File: src/rtl/adcseq_pkg.sv
package adcseq_pkg;

    typedef enum logic [3:0] {
        ST_IDLE,
        ST_CS_SETUP,
        ST_CONV_LOW,
        ST_WAIT_BUSY,
        ST_READ,
        ST_RELEASE,
        ST_PD_SELECT,
        ST_PD_HOLD,
        ST_WAKE
    } seq_state_e;

    localparam logic [1:0] PM_NAP   = 2'd1;
    localparam logic [1:0] PM_SLEEP = 2'd2;

    function automatic logic is_pd_request(input logic [1:0] pm);
        return (pm == PM_NAP) || (pm == PM_SLEEP);
    endfunction

endpackage

File: src/rtl/adcseq_busy_sync.sv
module adcseq_busy_sync #(
    parameter int STAGES = 2
) (
    input  logic clk,
    input  logic rst_n,
    input  logic busy_n_i,
    output logic busy_rise_o
);
    logic [STAGES-1:0] chain_q;
    logic              prev_q;

    generate
        for (genvar i = 0; i < STAGES; i++) begin : g_stage
            always_ff @(posedge clk or negedge rst_n) begin
                if (!rst_n) begin
                    chain_q[i] <= 1'b1;
                end else if (i == 0) begin
                    chain_q[i] <= busy_n_i;
                end else begin
                    chain_q[i] <= chain_q[(i == 0) ? 0 : i-1];
                end
            end
        end
    endgenerate

    always_ff @(posedge clk or negedge rst_n) begin
        if (!rst_n) prev_q <= 1'b1;
        else        prev_q <= chain_q[STAGES-1];
    end

    assign busy_rise_o = chain_q[STAGES-1] & ~prev_q;
endmodule

File: src/rtl/adcseq_timer.sv
module adcseq_timer #(
    parameter int W = 8
) (
    input  logic         clk,
    input  logic         rst_n,
    input  logic         load_i,
    input  logic [W-1:0] load_val_i,
    output logic         expired_o
);
    logic [W-1:0] cnt_q;

    always_ff @(posedge clk or negedge rst_n) begin
        if (!rst_n) begin
            cnt_q <= '0;
        end else if (load_i) begin
            cnt_q <= load_val_i - W'(1);
        end else if (cnt_q != '0) begin
            cnt_q <= cnt_q - W'(1);
        end
    end

    assign expired_o = (cnt_q == '0);
endmodule

File: src/rtl/adcseq_ctrl.sv
module adcseq_ctrl
    import adcseq_pkg::*;
#(
    parameter int DATA_W         = 14,
    parameter int RES_W          = 16,
    parameter int SYNC_STAGES    = 2,
    parameter int CS_SETUP_CYC   = 4,
    parameter int CONV_LOW_CYC   = 5,
    parameter int CONV_TMO_CYC   = 173,
    parameter int RD_ACCESS_CYC  = 5,
    parameter int RD_RELEASE_CYC = 2,
    parameter int WAKE_CYC       = 40
) (
    input  logic              clk,
    input  logic              rst_n,
    input  logic              start_i,
    input  logic [1:0]        pmode_i,
    output logic              ready_o,
    output logic [RES_W-1:0]  result_o,
    output logic              result_valid_o,
    output logic              err_o,
    output logic              adc_cs_n_o,
    output logic              adc_convst_n_o,
    output logic              adc_rd_n_o,
    output logic              adc_shdn_n_o,
    input  logic              adc_busy_n_i,
    input  logic [DATA_W-1:0] adc_data_i
);
    localparam int TMR_MAX = (CONV_TMO_CYC > WAKE_CYC) ? CONV_TMO_CYC : WAKE_CYC;
    localparam int TMR_W   = $clog2(TMR_MAX + 1) + 1;
    localparam int EXT_W   = RES_W - DATA_W;

    seq_state_e       state_q, state_d;
    logic [1:0]       pd_mode_q, pd_mode_d;
    logic             busy_rise, tmr_exp, tmr_load;
    logic [TMR_W-1:0] tmr_val;

    adcseq_busy_sync #(.STAGES(SYNC_STAGES)) u_sync (
        .clk         (clk),
        .rst_n       (rst_n),
        .busy_n_i    (adc_busy_n_i),
        .busy_rise_o (busy_rise)
    );

    adcseq_timer #(.W(TMR_W)) u_timer (
        .clk        (clk),
        .rst_n      (rst_n),
        .load_i     (tmr_load),
        .load_val_i (tmr_val),
        .expired_o  (tmr_exp)
    );

    function automatic logic [TMR_W-1:0] dwell(input seq_state_e s);
        unique case (s)
            ST_CS_SETUP, ST_PD_SELECT: return TMR_W'(CS_SETUP_CYC);
            ST_CONV_LOW:               return TMR_W'(CONV_LOW_CYC);
            ST_WAIT_BUSY:              return TMR_W'(CONV_TMO_CYC);
            ST_READ:                   return TMR_W'(RD_ACCESS_CYC);
            ST_RELEASE:                return TMR_W'(RD_RELEASE_CYC);
            ST_WAKE:                   return TMR_W'(WAKE_CYC);
            default:                   return TMR_W'(1);
        endcase
    endfunction

    // Next-state logic
    always_comb begin
        state_d   = state_q;
        pd_mode_d = pd_mode_q;
        unique case (state_q)
            ST_IDLE: begin
                if (is_pd_request(pmode_i)) begin
                    state_d   = ST_PD_SELECT;
                    pd_mode_d = pmode_i;
                end else if (start_i) begin
                    state_d = ST_CS_SETUP;
                end
            end
            ST_CS_SETUP:  if (tmr_exp) state_d = ST_CONV_LOW;
            ST_CONV_LOW:  if (tmr_exp) state_d = ST_WAIT_BUSY;
            ST_WAIT_BUSY: begin
                if (busy_rise)    state_d = ST_READ;
                else if (tmr_exp) state_d = ST_IDLE;
            end
            ST_READ:      if (tmr_exp) state_d = ST_RELEASE;
            ST_RELEASE:   if (tmr_exp) state_d = ST_IDLE;
            ST_PD_SELECT: begin
                if (pmode_i != pd_mode_q) state_d = ST_WAKE;
                else if (tmr_exp)         state_d = ST_PD_HOLD;
            end
            ST_PD_HOLD:   if (pmode_i != pd_mode_q) state_d = ST_WAKE;
            ST_WAKE:      if (tmr_exp) state_d = ST_IDLE;
            default:      state_d = ST_IDLE;
        endcase
    end

    assign tmr_load = (state_d != state_q);
    assign tmr_val  = dwell(state_d);

    // State register
    always_ff @(posedge clk or negedge rst_n) begin
        if (!rst_n) begin
            state_q   <= ST_IDLE;
            pd_mode_q <= 2'd0;
        end else begin
            state_q   <= state_d;
            pd_mode_q <= pd_mode_d;
        end
    end

    // Registered outputs, decoded from the next state
    always_ff @(posedge clk or negedge rst_n) begin
        if (!rst_n) begin
            adc_cs_n_o     <= 1'b1;
            adc_convst_n_o <= 1'b1;
            adc_rd_n_o     <= 1'b1;
            adc_shdn_n_o   <= 1'b1;
            result_o       <= '0;
            result_valid_o <= 1'b0;
            err_o          <= 1'b0;
        end else begin
            adc_cs_n_o     <= 1'b1;
            adc_convst_n_o <= 1'b1;
            adc_rd_n_o     <= 1'b1;
            adc_shdn_n_o   <= 1'b1;
            unique case (state_d)
                ST_CS_SETUP, ST_WAIT_BUSY, ST_RELEASE: adc_cs_n_o <= 1'b0;
                ST_CONV_LOW: begin
                    adc_cs_n_o     <= 1'b0;
                    adc_convst_n_o <= 1'b0;
                end
                ST_READ: begin
                    adc_cs_n_o <= 1'b0;
                    adc_rd_n_o <= 1'b0;
                end
                ST_PD_SELECT: adc_cs_n_o <= (pd_mode_d != PM_NAP);
                ST_PD_HOLD: begin
                    adc_cs_n_o   <= (pd_mode_d != PM_NAP);
                    adc_shdn_n_o <= 1'b0;
                end
                default: ;
            endcase
            result_valid_o <= (state_q == ST_READ) && tmr_exp;
            if ((state_q == ST_READ) && tmr_exp) begin
                result_o <= {{EXT_W{adc_data_i[DATA_W-1]}}, adc_data_i};
            end
            if ((state_q == ST_WAIT_BUSY) && !busy_rise && tmr_exp) begin
                err_o <= 1'b1;
            end
        end
    end

    assign ready_o = (state_q == ST_IDLE) && !is_pd_request(pmode_i);

    AST_CONVST_UNDER_CS: assert property (@(posedge clk) disable iff (!rst_n)
        !adc_convst_n_o |-> !adc_cs_n_o);
    AST_CONVST_RELEASED_AT_RISE: assert property (@(posedge clk) disable iff (!rst_n)
        busy_rise && (state_q == ST_WAIT_BUSY) |-> adc_convst_n_o);
    AST_READ_UNDER_CS: assert property (@(posedge clk) disable iff (!rst_n)
        !adc_rd_n_o |-> !adc_cs_n_o);
    AST_VALID_SINGLE: assert property (@(posedge clk) disable iff (!rst_n)
        result_valid_o |=> !result_valid_o);
    AST_CS_FROZEN_IN_PD: assert property (@(posedge clk) disable iff (!rst_n)
        !adc_shdn_n_o |-> $stable(adc_cs_n_o));
    AST_PD_NO_ACTIVITY: assert property (@(posedge clk) disable iff (!rst_n)
        !adc_shdn_n_o |-> (adc_convst_n_o && adc_rd_n_o));
    AST_ERR_STICKY: assert property (@(posedge clk) disable iff (!rst_n)
        err_o |=> err_o);
endmodule

File: config.mk
export PLATFORM = sky130hd
export DESIGN_NAME = adcseq_ctrl
export DESIGN_NICKNAME = d
export VERILOG_FILES = /design/src/rtl/adcseq_pkg.sv /design/src/rtl/adcseq_busy_sync.sv /design/src/rtl/adcseq_timer.sv /design/src/rtl/adcseq_ctrl.sv
export SDC_FILE = /design/constraint.sdc
export NUM_CORES = 1
export LEC_CHECK = 0
export ABC_AREA = 1
export BUFFER_PORTS_ARGS = -buffer_cell sky130_fd_sc_hd__buf_2
export CORE_ASPECT_RATIO = 1.75
export CORE_UTILIZATION = 35
export CTS_BUF_LIST = sky130_fd_sc_hd__clkbuf_4 sky130_fd_sc_hd__clkbuf_8 sky130_fd_sc_hd__clkbuf_16
export CTS_CLUSTER_SIZE = 20
export DETAILED_ROUTE_END_ITERATION = 10
export PLACE_DENSITY = 0.63
export SKIP_LAST_GASP = 1
export SYNTH_ARGS = -nofsm -noshare
export SYNTH_HDL_FRONTEND = slang
export SYNTH_SLANG_ARGS = --single-unit
export TNS_END_PERCENT = 20
File: constraint.sdc
create_clock -name clk -period 5.8 [get_ports clk]
set_input_delay 0.87 -clock clk [delete_from_list [all_inputs] [get_ports clk]]
set_output_delay 0.87 -clock clk [all_outputs]
set_load 0.1 [all_outputs]
### Word level (Yosys, flattened, before mapping)

Cells that the tools add are included.

* add/sub/neg operators: 2
* multipliers: 0
* div/mod/pow operators: 0
* order comparisons: 0
* eq/ne operators: 21
* shift-type cells: 0
* multiplexer cells: 20
* bitwise operators: 2
* reductions and logical operators: 16

Operator list (count)
* 4-bit 2-to-1 mux: 10
* 8-bit case mux with 5 select lines: 1
* 4-bit by 3-bit equality test with 1-bit output, second input constant: 8
* 4-bit case mux with 8 select lines: 1
* 9-bit 2-to-1 mux: 2
* 4-bit by 2-bit equality test with 1-bit output, second input constant: 4
* 9-bit zero test: 1
* 9-bit nonzero test: 1
* 8-bit by 1-bit subtractor with 9-bit output, second input constant: 1
* 9-bit by 1-bit subtractor with 9-bit output, second input constant: 1
* 4-bit by 1-bit equality test with 1-bit output, second input constant: 2
* 4-bit equality test, second input constant: 2
* 2-bit OR reduction: 4
* 5-bit OR reduction: 1
* 1-bit logical AND: 4
* 4-bit zero test: 1
* 2-bit 2-to-1 mux: 2
* 4-bit != test: 1
* 1-bit 2-to-1 mux: 3
* 2-bit by 1-bit equality test with 1-bit output, second input constant: 1
* 2-bit equality test, second input constant: 1
* 1-bit zero test: 2
* 2-bit by 1-bit != test with 1-bit output, second input constant: 1
* 2-bit != test: 1
* other kinds (5): 5

* register bits: 38
* bits in latches: 0
* memory bits (writable): 0
* ROM bits: 0
* input port bits: 20
* output and inout port bits: 23
* word-level logic and storage cells: 74
* memories: 0

### Depth between registers and ports, before layout

Gate-level depths: netlist of run 1.

* word-level depth: 9
* gate-level depth with buffers: 22
* gate-level depth less buffers: 21

### Cells and area by module

Synthesis of run 1 repeated with hierarchy kept, for this count alone.

* cells, all modules: 328
* area total of the unflattened synthesis: 2347.3 um^2

Modules (own cells, without submodules)
* adcseq_ctrl: instances 1, cells an instance 217, area each 1585.3 um^2, sequential area each 655.6 um^2
* adcseq_timer: instances 1, cells an instance 106, area each 673.1 um^2, sequential area each 225.2 um^2
* adcseq_busy_sync: instances 1, cells an instance 5, area each 88.8 um^2, sequential area each 78.8 um^2

### Least setup slack after synthesis of run 1

No wires, ideal clock.

* path type: input to output
* from: input pmode_i[1]
* to: output ready_o
* arrival: 2.302 ns
* data required time: 4.930 ns
* setup slack: 2.628 ns
* cell stages on the path: 4
* path buffers: 0
* cells stage by stage: inv_1 nand2_1 nand2_1 nor2_1

* word-level cells in the longest chain between the ends: 4
* elaborated cells on any way between the ends: 5
* classes of those cells: 2 x eq/ne; 3 x reduce/logical

RTL lines
* start: declaration: RTL line adcseq_ctrl.sv:17 `input logic [1:0] pmode_i,`
* 2-bit by 1-bit equality test with 1-bit output or 2-bit equality test (tied branches): RTL line adcseq_pkg.sv:19 `return (pm == PM_NAP) || (pm == PM_SLEEP);`
* 1-bit logical OR (*): RTL line adcseq_pkg.sv:19
* 1-bit zero test (*): RTL line adcseq_ctrl.sv:152 `assign ready_o = (state_q == ST_IDLE) && !is_pd_request(pmode_i);`
* 1-bit logical AND (*): RTL line adcseq_ctrl.sv:152
* end: declaration: RTL line adcseq_ctrl.sv:18 `output logic ready_o,`

Mark *: on every way between the ends. The rest lies on a longest branch, timed or not.

### Worst setup path after layout of run 1

* from: register state_q[1]
* to: register u_timer.cnt_q[6]

* word-level cells in the longest chain between the ends: 8
* elaborated cells on any way between the ends: 35
* classes of those cells: 1 x add/sub; 16 x eq/ne; 13 x mux; 5 x reduce/logical

RTL lines
* start: declaration: RTL line adcseq_ctrl.sv:33 `seq_state_e state_q, state_d;`
* start signal: assignment: RTL line adcseq_ctrl.sv:105 `state_q <= state_d;`
* 4-bit equality test or 4-bit by 3-bit equality test with 1-bit output (tied branches): RTL line adcseq_ctrl.sv:69 `unique case (state_q)`
* 2-bit OR reduction (no source line)
* 4-bit case mux with 8 select lines (*): RTL line adcseq_ctrl.sv:69
* net state_d[0]: RTL line adcseq_ctrl.sv:33
* 4-bit by 3-bit equality test with 1-bit output, or another cell as far along: RTL line adcseq_ctrl.sv:54 `unique case (s)`
* 2-bit OR reduction (on tied branches)
* 8-bit case mux with 5 select lines: RTL line adcseq_ctrl.sv:54
* 8-bit by 1-bit subtractor with 9-bit output: RTL line adcseq_timer.sv:16 `cnt_q <= load_val_i - W'(1);`
* 9-bit 2-to-1 mux: RTL line adcseq_timer.sv:15 `end else if (load_i) begin`
* end signal: assignment: RTL line adcseq_timer.sv:16
* end signal: assignment: RTL line adcseq_timer.sv:18 `cnt_q <= cnt_q - W'(1);`
* end: declaration: RTL line adcseq_timer.sv:10 `logic [W-1:0] cnt_q;`

Mark *: on every way through the listed nets, which the timed path passes. The rest lies on a longest branch.
A chain may end at the register's enable or synchronous reset.

==> results.json, run 1 <==
{
  "synth_cell_type_count": 30,
  "dr_total_vias": 2116,
  "synth.top_cell.area_share": 0.3441,
  "worst_clock_skew_ns": 0.005963,
  "io_buffer_count": 42,
  "seq_area_frac_synth": 0.4256,
  "fin_tns_setup_ns": 0,
  "drt_iter0_drc": 114,
  "setup_slack_ns": 2.579,
  "start_util": 0.3620,
  "avgSynthCellArea_um2": 7.112,
  "r2r_cells": 16,
  "hold_viol": 0,
  "clkTransAtPathRegs_ns": 0.08,
  "numPlacedInstances": 434,
  "grt_first_pass_wirelength_mm": 9.432,
  "ys_ff_latch": 38,
  "slew-limit-headroom": 0.4440,
  "worstMarginPinSlew_ns": 0.8340,
  "clock_latency_ns": 0.30,
  "cts.sinks": 38,
  "post-route-util": 0.4295,
  "reg2reg_slack_ns": 2.58,
  "cts_setup_buffers": 0,
  "diodes": 0,
  "drc": 0,
  "period_share": 0.5554,
  "drive_gt1_frac": 0.2265,
  "fmaxAchievable_ghz": 0.3104,
  "worstReg2RegEnd": "u_timer.cnt_q[6]",
  "crit_chain": "nor2_2, nand2_2, nor3_4, nor2_2, nand3_4, nand2_2, nand2_4, nand3_4, or2_0, nand2_2, ha_1, nand3_2, nor2_4, nand2_2, o21bai_1, nand2_1",
  "ant_nets": 0,
  "rows": 38,
  "cp_max_fo": 17,
  "synth_cells": 317,
  "regArea_um2": 959.7,
  "die_area_um2": 6779,
  "drt-wirelength-per-cell_um": 12.62,
  "setup_viol": 0,
  "required_ns": 5.99,
  "maxCapViolations": 0,
  "cts_hold_buf": 0,
  "cts_root_buf": "clkbuf_8",
  "cts_buffers": 5,
  "syn_area_um2": 2255,
  "grt_max_degree": 39,
  "hold_class": "reg2reg",
  "status": "completed",
  "io-pin-count": 43,
  "r2r-start": "state_q[1]",
  "endpoint": "u_timer.cnt_q[6]",
  "dp.final_hpwl_mm": 4.314,
  "die_y_um": 108.2,
  "clockBufferDepth": 2,
  "worst_path_dominant_cell_family": "simple AND/OR/NAND/NOR gates",
  "synth_area_leaders": "dfrtp_1 34%, nand2_1 20%, dfstp_2 8.2%",
  "cp.depth": 16,
  "cp-startpoint": "state_q[1]",
  "pre_cts_slack_ns": 2.523,
  "final_common_cell": "nand2_1",
  "cp.arrival_ns": 3.41,
  "vias_per_cell": 4.787,
  "rsz0062_at_grt": "no",
  "ys_warn_count": 0,
  "cts.repair.resized": 0,
  "maxSlewViolCount": 0,
  "slowest_delay_ns": 0.56,
  "die-width_um": 62.67,
  "cp_num_buf_inv": 0,
  "core_area_um2": 6228,
  "drt-total-wl_mm": 5.577,
  "grtUsageTotal": 0.1839,
  "layout_common_cells": "122 x nand2_1, 42 x buf_2, 37 x nor2_1",
  "firstDrtPassIters": 4,
  "grt_pass1_vias": 2110,
  "nFillCells": 670,
  "slowest_stage": "nor3_4",
  "cts_tree": "yes",
  "critPathKind": "reg2reg",
  "stdcell_count": 442,
  "synthToLayoutAreaGrowth_pct": 18.65,
  "multi_input_area_um2": 1144,
  "gp_congestion": 0.9542,
  "layout.nets": 382,
  "critPathLaunchType": "flop",
  "worstSetupEndpointType": "flop",
  "period_minus_slack_ns": 3.221,
  "gr-total-overflow": 0,
  "cts_max_level": 2,
  "cpMostUsedCell": "nand2_2",
  "yosysTopAreaCell": "dfrtp_1",
  "antenna_found_initial": 0,
  "syn-num-nets": 338
}
[Yosys cell counts, drive strengths merged]
cell	count
o21ai	3
a21oi	9
dfstp	7
nand4	6
nand3b	2
nor3	1
nand2	129
ha	1
o21a	1
clkbuf	2
o21bai	3
nor2	43
xor2	1
dfrtp	31
o22ai	1
inv	33
xnor2	1
or2	4
buf	3
nand3	36
[kinds of logic after synthesis]
logic type | after synthesis | synth area share
adders and majority gates | 1 | 0.005549
and+or+nand+nor | 221 | 0.4512
DFF | 38 | 0.4256
AOI/OAI and AO/OA | 17 | 0.04273
buffers and inverters | 38 | 0.06714
xor gates and xnor gates | 2 | 0.007771
[worst reg2reg max path, cell delays in order (launching register included)]
cell and delay (ns):
dfrtp_1 0.49, nor2_2 0.30, nand2_2 0.11, nor3_4 0.56
nor2_2 0.14, nand3_4 0.13, nand2_2 0.07, nand2_4 0.13
nand3_4 0.16, or2_0 0.25, nand2_2 0.10, ha_1 0.17
nand3_2 0.11, nor2_4 0.12, nand2_2 0.08, o21bai_1 0.12
nand2_1 0.07
[flip-flops by register name, summed over array words and instances, names as in the netlist]
name / cells
pd_mode_q: 2
adc_cs_n_o: 1
adc_shdn_n_o: 1
adc_convst_n_o: 1
result_valid_o: 1
result_o: 14
err_o: 1
state_q: 4
u_sync.prev_q: 1
u_sync.chain_q: 2
u_timer.cnt_q: 9
adc_rd_n_o: 1
[routing by layer]
metal	vias to the layer above	GRT usage	routed length, um	share of wire
met4	0	0.1080	191	0.034
met1	982	0.1637	1970	0.35
met2	44	0.3734	3279	0.59
li1	1078	-	-	-
met5	-	0	0	0
met3	12	0.03165	136	0.024
[worst min-delay path by stage]
stage	start	to	slack [ns]	cells after the start
3_5_place_dp	u_sync.chain_q[0]	u_sync.chain_q[1]	0.35	0
3_3_place_gp	u_sync.chain_q[0]	u_sync.chain_q[1]	0.35	0
4_1_cts	u_sync.chain_q[0]	u_sync.chain_q[1]	0.36	0
5_1_grt	u_sync.chain_q[0]	u_sync.chain_q[1]	0.37	0
2_1_floorplan	u_sync.chain_q[0]	u_sync.chain_q[1]	0.35	0
6_report	u_sync.chain_q[0]	u_sync.chain_q[1]	0.36	0
[stage by stage]
| step | hold slack, ns | instance area (um^2) |
|---|---|---|
| after floorplan | 0.3452 | 2255 |
| after global placement | 0.3456 | 2537 |
| after detailed placement | 0.3472 | 2537 |
| after CTS | 0.3589 | 2675 |
| after global routing | 0.3666 | 2675 |
| final | 0.3571 | 2675 |
[layout make-up]
cell class,count,share of cell area
clock inverter,3,0.02572
multi-input combinational,241,0.4275
clock buffer,5,0.02572
sequential,38,0.3587
inverter,33,0.04630
tap,80,0.03742
timing repair buffer,42,0.07858
Power of run 1 is left out: the tool's default activity adds up to more than one toggle a clock period on the data nets, which glitch-free logic cannot reach.
==> inputs of run 2 (changes only) <==
==> constraint.sdc (replaced) <==
create_clock -name clk -period 3.2 [get_ports clk]
set_input_delay 0.48 -clock clk [delete_from_list [all_inputs] [get_ports clk]]
set_output_delay 0.48 -clock clk [all_outputs]
set_load 0.1 [all_outputs]
==> run 2 against run 1 <==
Clock-buffer cell count is the same. Hold slack lost 0.087 ns. Routed wire length grew 2.1%. Non-clock buffer count grew 2. Final area grew 0.65%. Flip-flop and latch count is the same. First-iteration DRC count shrank 29%. Setup slack lost 2.3 ns. Largest cell class unchanged. Highest routed layer unchanged.
==> results.json, run 2 (synthesis gave the netlist of run 1 again) <==
{
  "required_ns": 3.39,
  "critPathLaunchType": "flop",
  "gp_congestion": 0.9582,
  "cts_setup_buffers": 0,
  "setup_viol": 0,
  "wl_met1_mm": 2.154,
  "gr-total-overflow": 0,
  "vias_per_cell": 4.768,
  "ant_nets": 0,
  "r2r-start": "state_q[1]",
  "cp.arrival_ns": 3.12,
  "wl_met2_mm": 3.026,
  "io_buffer_count": 42,
  "period_minus_slack_ns": 2.922,
  "clockBufferDepth": 2,
  "final_common_cell": "nand2_1",
  "cts_tree": "yes",
  "period_share": 0.9131,
  "status": "completed",
  "layout.nets": 384,
  "maxCapViolations": 0,
  "dr_total_vias": 2117,
  "slowest_stage": "dfrtp_1",
  "drc": 0,
  "clkTransAtPathRegs_ns": 0.08,
  "largest_registers": "result_o x14, u_timer.cnt_q x9, state_q x4",
  "core_area_um2": 6228,
  "hold_class": "in2async",
  "rsz0062_at_grt": "no",
  "critPathKind": "reg2reg",
  "clock_latency_ns": 0.31,
  "slowest_delay_ns": 0.50,
  "wl_met3_um": 147,
  "grt_max_degree": 39,
  "die_y_um": 108.2,
  "cts.sinks": 38,
  "reg2reg_slack_ns": 0.28,
  "drt-wirelength-per-cell_um": 12.82,
  "cts_buffers": 5,
  "worst_clock_skew_ns": 0.009510,
  "die_area_um2": 6779,
  "firstDrtPassIters": 5,
  "grtUsageTotal": 0.1868,
  "largest_register_ff_count": 14,
  "cts_root_buf": "clkbuf_8",
  "cpMostUsedCell": "nand2_1",
  "io-pin-count": 43,
  "worstMarginPinSlew_ns": 0.8416,
  "largest_register": "result_o",
  "synthToLayoutAreaGrowth_pct": 19.42,
  "drt-total-wl_mm": 5.692,
  "hold_viol": 0,
  "fmaxAchievable_ghz": 0.3422,
  "dp.final_hpwl_mm": 4.459,
  "multi_input_area_um2": 1146,
  "worstSetupEndpointType": "flop",
  "antenna_found_initial": 0,
  "nFillCells": 679,
  "crit_chain": "nor2_2, nand2_1, inv_2, nand2_1, nand2_1, nor2_1, nand3_2, nor2_1, nor2_1, nand3_4, or2_0, nand2_2, ha_1, nand3_2, nor2_4, nand2_2, o21bai_1, nand2_1",
  "die-width_um": 62.67,
  "regArea_um2": 959.7,
  "fin_tns_setup_ns": 0,
  "worstReg2RegEnd": "u_timer.cnt_q[6]",
  "grt_first_pass_wirelength_mm": 9.570,
  "maxSlewViolCount": 0,
  "slew-limit-headroom": 0.4389,
  "cts_max_level": 2,
  "layout_common_cells": "121 x nand2_1, 42 x buf_2, 37 x nor2_1",
  "r2r_cells": 18,
  "rows": 38,
  "cp_max_fo": 10,
  "grt_pass1_vias": 2115,
  "drive_gt1_frac": 0.2335,
  "start_util": 0.3620,
  "drt_iter0_drc": 81,
  "top_layer": "met4",
  "diodes": 0
}
run 2: worst max path at each step:
stage | start | to
after floorplan | state_q[1] | u_timer.cnt_q[6]
after global routing | state_q[1] | u_timer.cnt_q[6]
after CTS | state_q[1] | u_timer.cnt_q[6]
after detailed placement | state_q[1] | u_timer.cnt_q[6]
after global placement | pmode_i[0] | u_timer.cnt_q[6]
final | state_q[1] | u_timer.cnt_q[6]
run 2: repair_timing:
| action | 4_1_cts | 5_1_grt |
|---|---|---|
| setup endpoints to repair | 0 | 1 |
| hold endpoints to repair | 0 | 0 |
| hold buffers | 0 | 0 |
| gates resized for setup | 0 | 1 |
run 2: layer usage:
layer | GRT usage | vias to the layer above
met5 | 0 | -
met4 | 0.1595 | 0
met3 | 0.02637 | 23
met2 | 0.3408 | 53
met1 | 0.1829 | 956
li1 | - | 1085
run 2: through the flow:
stage	util	cell area, um^2	hold WS, ns	setup slack, ns	instances
after detailed placement	0.4098	2552	0.3473	0.2703	436
after global routing	0.4323	2693	0.2601	0.03165	444
after global placement	0.4098	2552	0.3463	0.3155	436
final	0.4323	2693	0.2698	0.2780	444
after floorplan	-	2255	0.1844	0.5995	317
after CTS	0.4319	2690	0.2671	0.2764	444
run 2: worst max-delay path, delay by kind of cell (launching register included):
kind | cells | cell delay (ns)
flip-flops | 1 | 0.50
buffers and inverters | 1 | 0.08
AO/OA/AOI/OAI | 1 | 0.13
adder cells (fa/ha/maj) | 1 | 0.18
AND/OR/NAND/NOR | 15 | 1.94
run 2: layout make-up:
class	count	share of cell area
inverter	33	0.04600
clock buffer	5	0.02556
sequential	38	0.3564
tap	80	0.03717
multi-input combinational	241	0.4257
clock inverter	3	0.02556
timing repair buffer	44	0.08364
Power of run 2 is left out for the same reason.
==> inputs of run 3 (changes only) <==
--- a/config.mk
+++ b/config.mk
@@ -8,11 +8,11 @@
 export ABC_AREA = 1
 export BUFFER_PORTS_ARGS = -buffer_cell sky130_fd_sc_hd__buf_2
 export CORE_ASPECT_RATIO = 1.75
-export CORE_UTILIZATION = 35
+export CORE_UTILIZATION = 50
 export CTS_BUF_LIST = sky130_fd_sc_hd__clkbuf_4 sky130_fd_sc_hd__clkbuf_8 sky130_fd_sc_hd__clkbuf_16
 export CTS_CLUSTER_SIZE = 20
 export DETAILED_ROUTE_END_ITERATION = 10
-export PLACE_DENSITY = 0.63
+export PLACE_DENSITY = 0.81
 export SKIP_LAST_GASP = 1
 export SYNTH_ARGS = -nofsm -noshare
 export SYNTH_HDL_FRONTEND = slang
==> run 3 against run 2 <==
Critical path depth shrank 1. Flip-flop and latch count unchanged. Clock-buffer cell count is the same. Final cell count down 6.1%. Via count grew 4.3%. Non-clock buffer count grew 2. First-iteration DRC count up 12%. Hold slack gained 0.0060 ns. Clock skew decreased by 0.0040 ns. Critical endpoint unchanged. Highest routed layer unchanged.
==> results.json, run 3 (synthesis gave the netlist of run 1 again) <==
{
  "synthToLayoutAreaGrowth_pct": 19.03,
  "period_share": 0.9018,
  "vias_per_cell": 5.293,
  "maxCapViolations": 0,
  "grt_pass1_vias": 2173,
  "wl_met3_um": 174,
  "worstReg2RegEnd": "u_timer.cnt_q[6]",
  "io-pin-count": 43,
  "layout_common_cells": "121 x nand2_1, 42 x buf_2, 34 x nor2_1",
  "final_common_cell": "nand2_1",
  "die-width_um": 52.76,
  "die_area_um2": 4792,
  "setup_slack_ns": 0.3141,
  "required_ns": 3.38,
  "worst_clock_skew_ns": 0.005475,
  "cts_tree": "yes",
  "worst_path_dominant_cell_family": "simple AND/OR/NAND/NOR gates",
  "clkTransAtPathRegs_ns": 0.08,
  "cp.arrival_ns": 3.07,
  "hold_class": "in2async",
  "io_buffer_count": 42,
  "stdcell_count": 417,
  "drt-total-wl_mm": 5.594,
  "dpl_cell_area_um2": 2516,
  "grtUsageTotal": 0.2710,
  "diodes": 0,
  "cp_max_fo": 10,
  "gp_congestion": 0.9955,
  "gr-total-overflow": 0,
  "wl_met1_mm": 1.965,
  "grt_first_pass_wirelength_mm": 9.515,
  "dr_total_vias": 2207,
  "maxSlewViolCount": 0,
  "pre_cts_slack_ns": 0.2786,
  "wl_met2_mm": 3.106,
  "period_minus_slack_ns": 2.886,
  "cts_buffers": 5,
  "r2r-start": "state_q[0]",
  "clock_latency_ns": 0.29,
  "worstMarginPinSlew_ns": 0.8249,
  "grt_max_degree": 39,
  "stdcell_area_um2": 2684,
  "hold_viol": 0,
  "cts_max_level": 2,
  "crit_chain": "inv_2, nor2_1, nand2_1, nand4_1, nand2_1, nand3_4, nand2_2, nand2_4, nand3_4, or2_0, nand2_2, ha_1, nand3_2, nor2_4, nand2_2, o21bai_1, nand2_1",
  "die_y_um": 90.83,
  "critPathKind": "reg2reg",
  "slowest_stage": "dfrtp_1",
  "start_util": 0.5166,
  "top_layer": "met4",
  "slew-limit-headroom": 0.4501,
  "setup_viol": 0,
  "cts.sinks": 38,
  "critPathLaunchType": "flop",
  "slowest_delay_ns": 0.51,
  "drt-wirelength-per-cell_um": 13.41,
  "largest_register": "result_o",
  "reg2reg_slack_ns": 0.31,
  "largest_register_ff_count": 14,
  "drive_gt1_frac": 0.2459,
  "worstSetupEndpointType": "flop",
  "cts_root_buf": "clkbuf_8",
  "dp.final_hpwl_mm": 4.294,
  "layout.nets": 386,
  "ant_nets": 0,
  "cts_hold_buf": 0,
  "drt_iter0_drc": 91,
  "numPlacedInstances": 407,
  "nFillCells": 402,
  "rows": 32,
  "core_area_um2": 4364,
  "fmaxAchievable_ghz": 0.3465,
  "r2r_cells": 17,
  "clockBufferDepth": 2,
  "drc": 0,
  "status": "completed",
  "cp_num_buf_inv": 1,
  "holdWs_ns": 0.2758,
  "firstDrtPassIters": 4,
  "antenna_found_initial": 0,
  "largest_registers": "result_o x14, u_timer.cnt_q x9, state_q x4"
}
[run 3: cell count changes in the layout (fill, tap and decap cells not counted), sizes merged]
cell,change
buf,+2
[run 3: repair_timing]
item | CTS | global route
endpoints found under the hold margin | 0 | 0
buffers inserted | 0 | 2
setup endpoints to repair | 0 | 2
gates resized for setup | 0 | 5
[run 3: worst max-delay path by stage]
stage                     startpoint               end  slack, ns  cells after the start
floorplan                 state_q[1]  u_timer.cnt_q[6]       0.60                     17
global placement          pmode_i[0]  u_timer.cnt_q[6]       0.35                     17
detailed placement        pmode_i[0]  u_timer.cnt_q[6]       0.28                     17
CTS                 u_timer.cnt_q[5]  u_timer.cnt_q[6]       0.26                     17
global route        u_timer.cnt_q[1]  u_timer.cnt_q[6]     -0.008                     18
finish                    state_q[0]  u_timer.cnt_q[6]       0.31                     17
[run 3: final cells by class]
cell class                 instances  area, um^2  share of cell area
clock buffer                       5       68.82             0.02564
clock inverter                     3       68.82             0.02564
inverter                          33       123.9             0.04615
multi-input combinational        241        1159              0.4317
sequential                        38       959.7              0.3576
tap                               51       63.81             0.02378
timing repair buffer              46       240.2             0.08951
[run 3: per-stage QoR]
stage | TNS [ns] | utilization
after floorplan | 0 | -
after global placement | 0 | 0.5765
after detailed placement | 0 | 0.5765
after CTS | 0 | 0.6081
after global routing | -0.008002 | 0.6150
final | 0 | 0.6150
[run 3: routing by layer]
layer	vias up	global-route usage
met3	25	0.04377
met4	0	0.1930
met1	1024	0.2717
li1	1089	-
met2	69	0.4726
met5	-	0
[run 3: worst reg2reg max path, cell delays in order (launching register included)]
cell and delay (ns):
dfrtp_1 0.51, inv_2 0.12, nor2_1 0.18, nand2_1 0.16, nand4_1 0.13, nand2_1 0.12
nand3_4 0.14, nand2_2 0.07, nand2_4 0.14, nand3_4 0.16, or2_0 0.26, nand2_2 0.11
ha_1 0.18, nand3_2 0.11, nor2_4 0.12, nand2_2 0.09, o21bai_1 0.13, nand2_1 0.06
Power of run 3 is left out for the same reason.
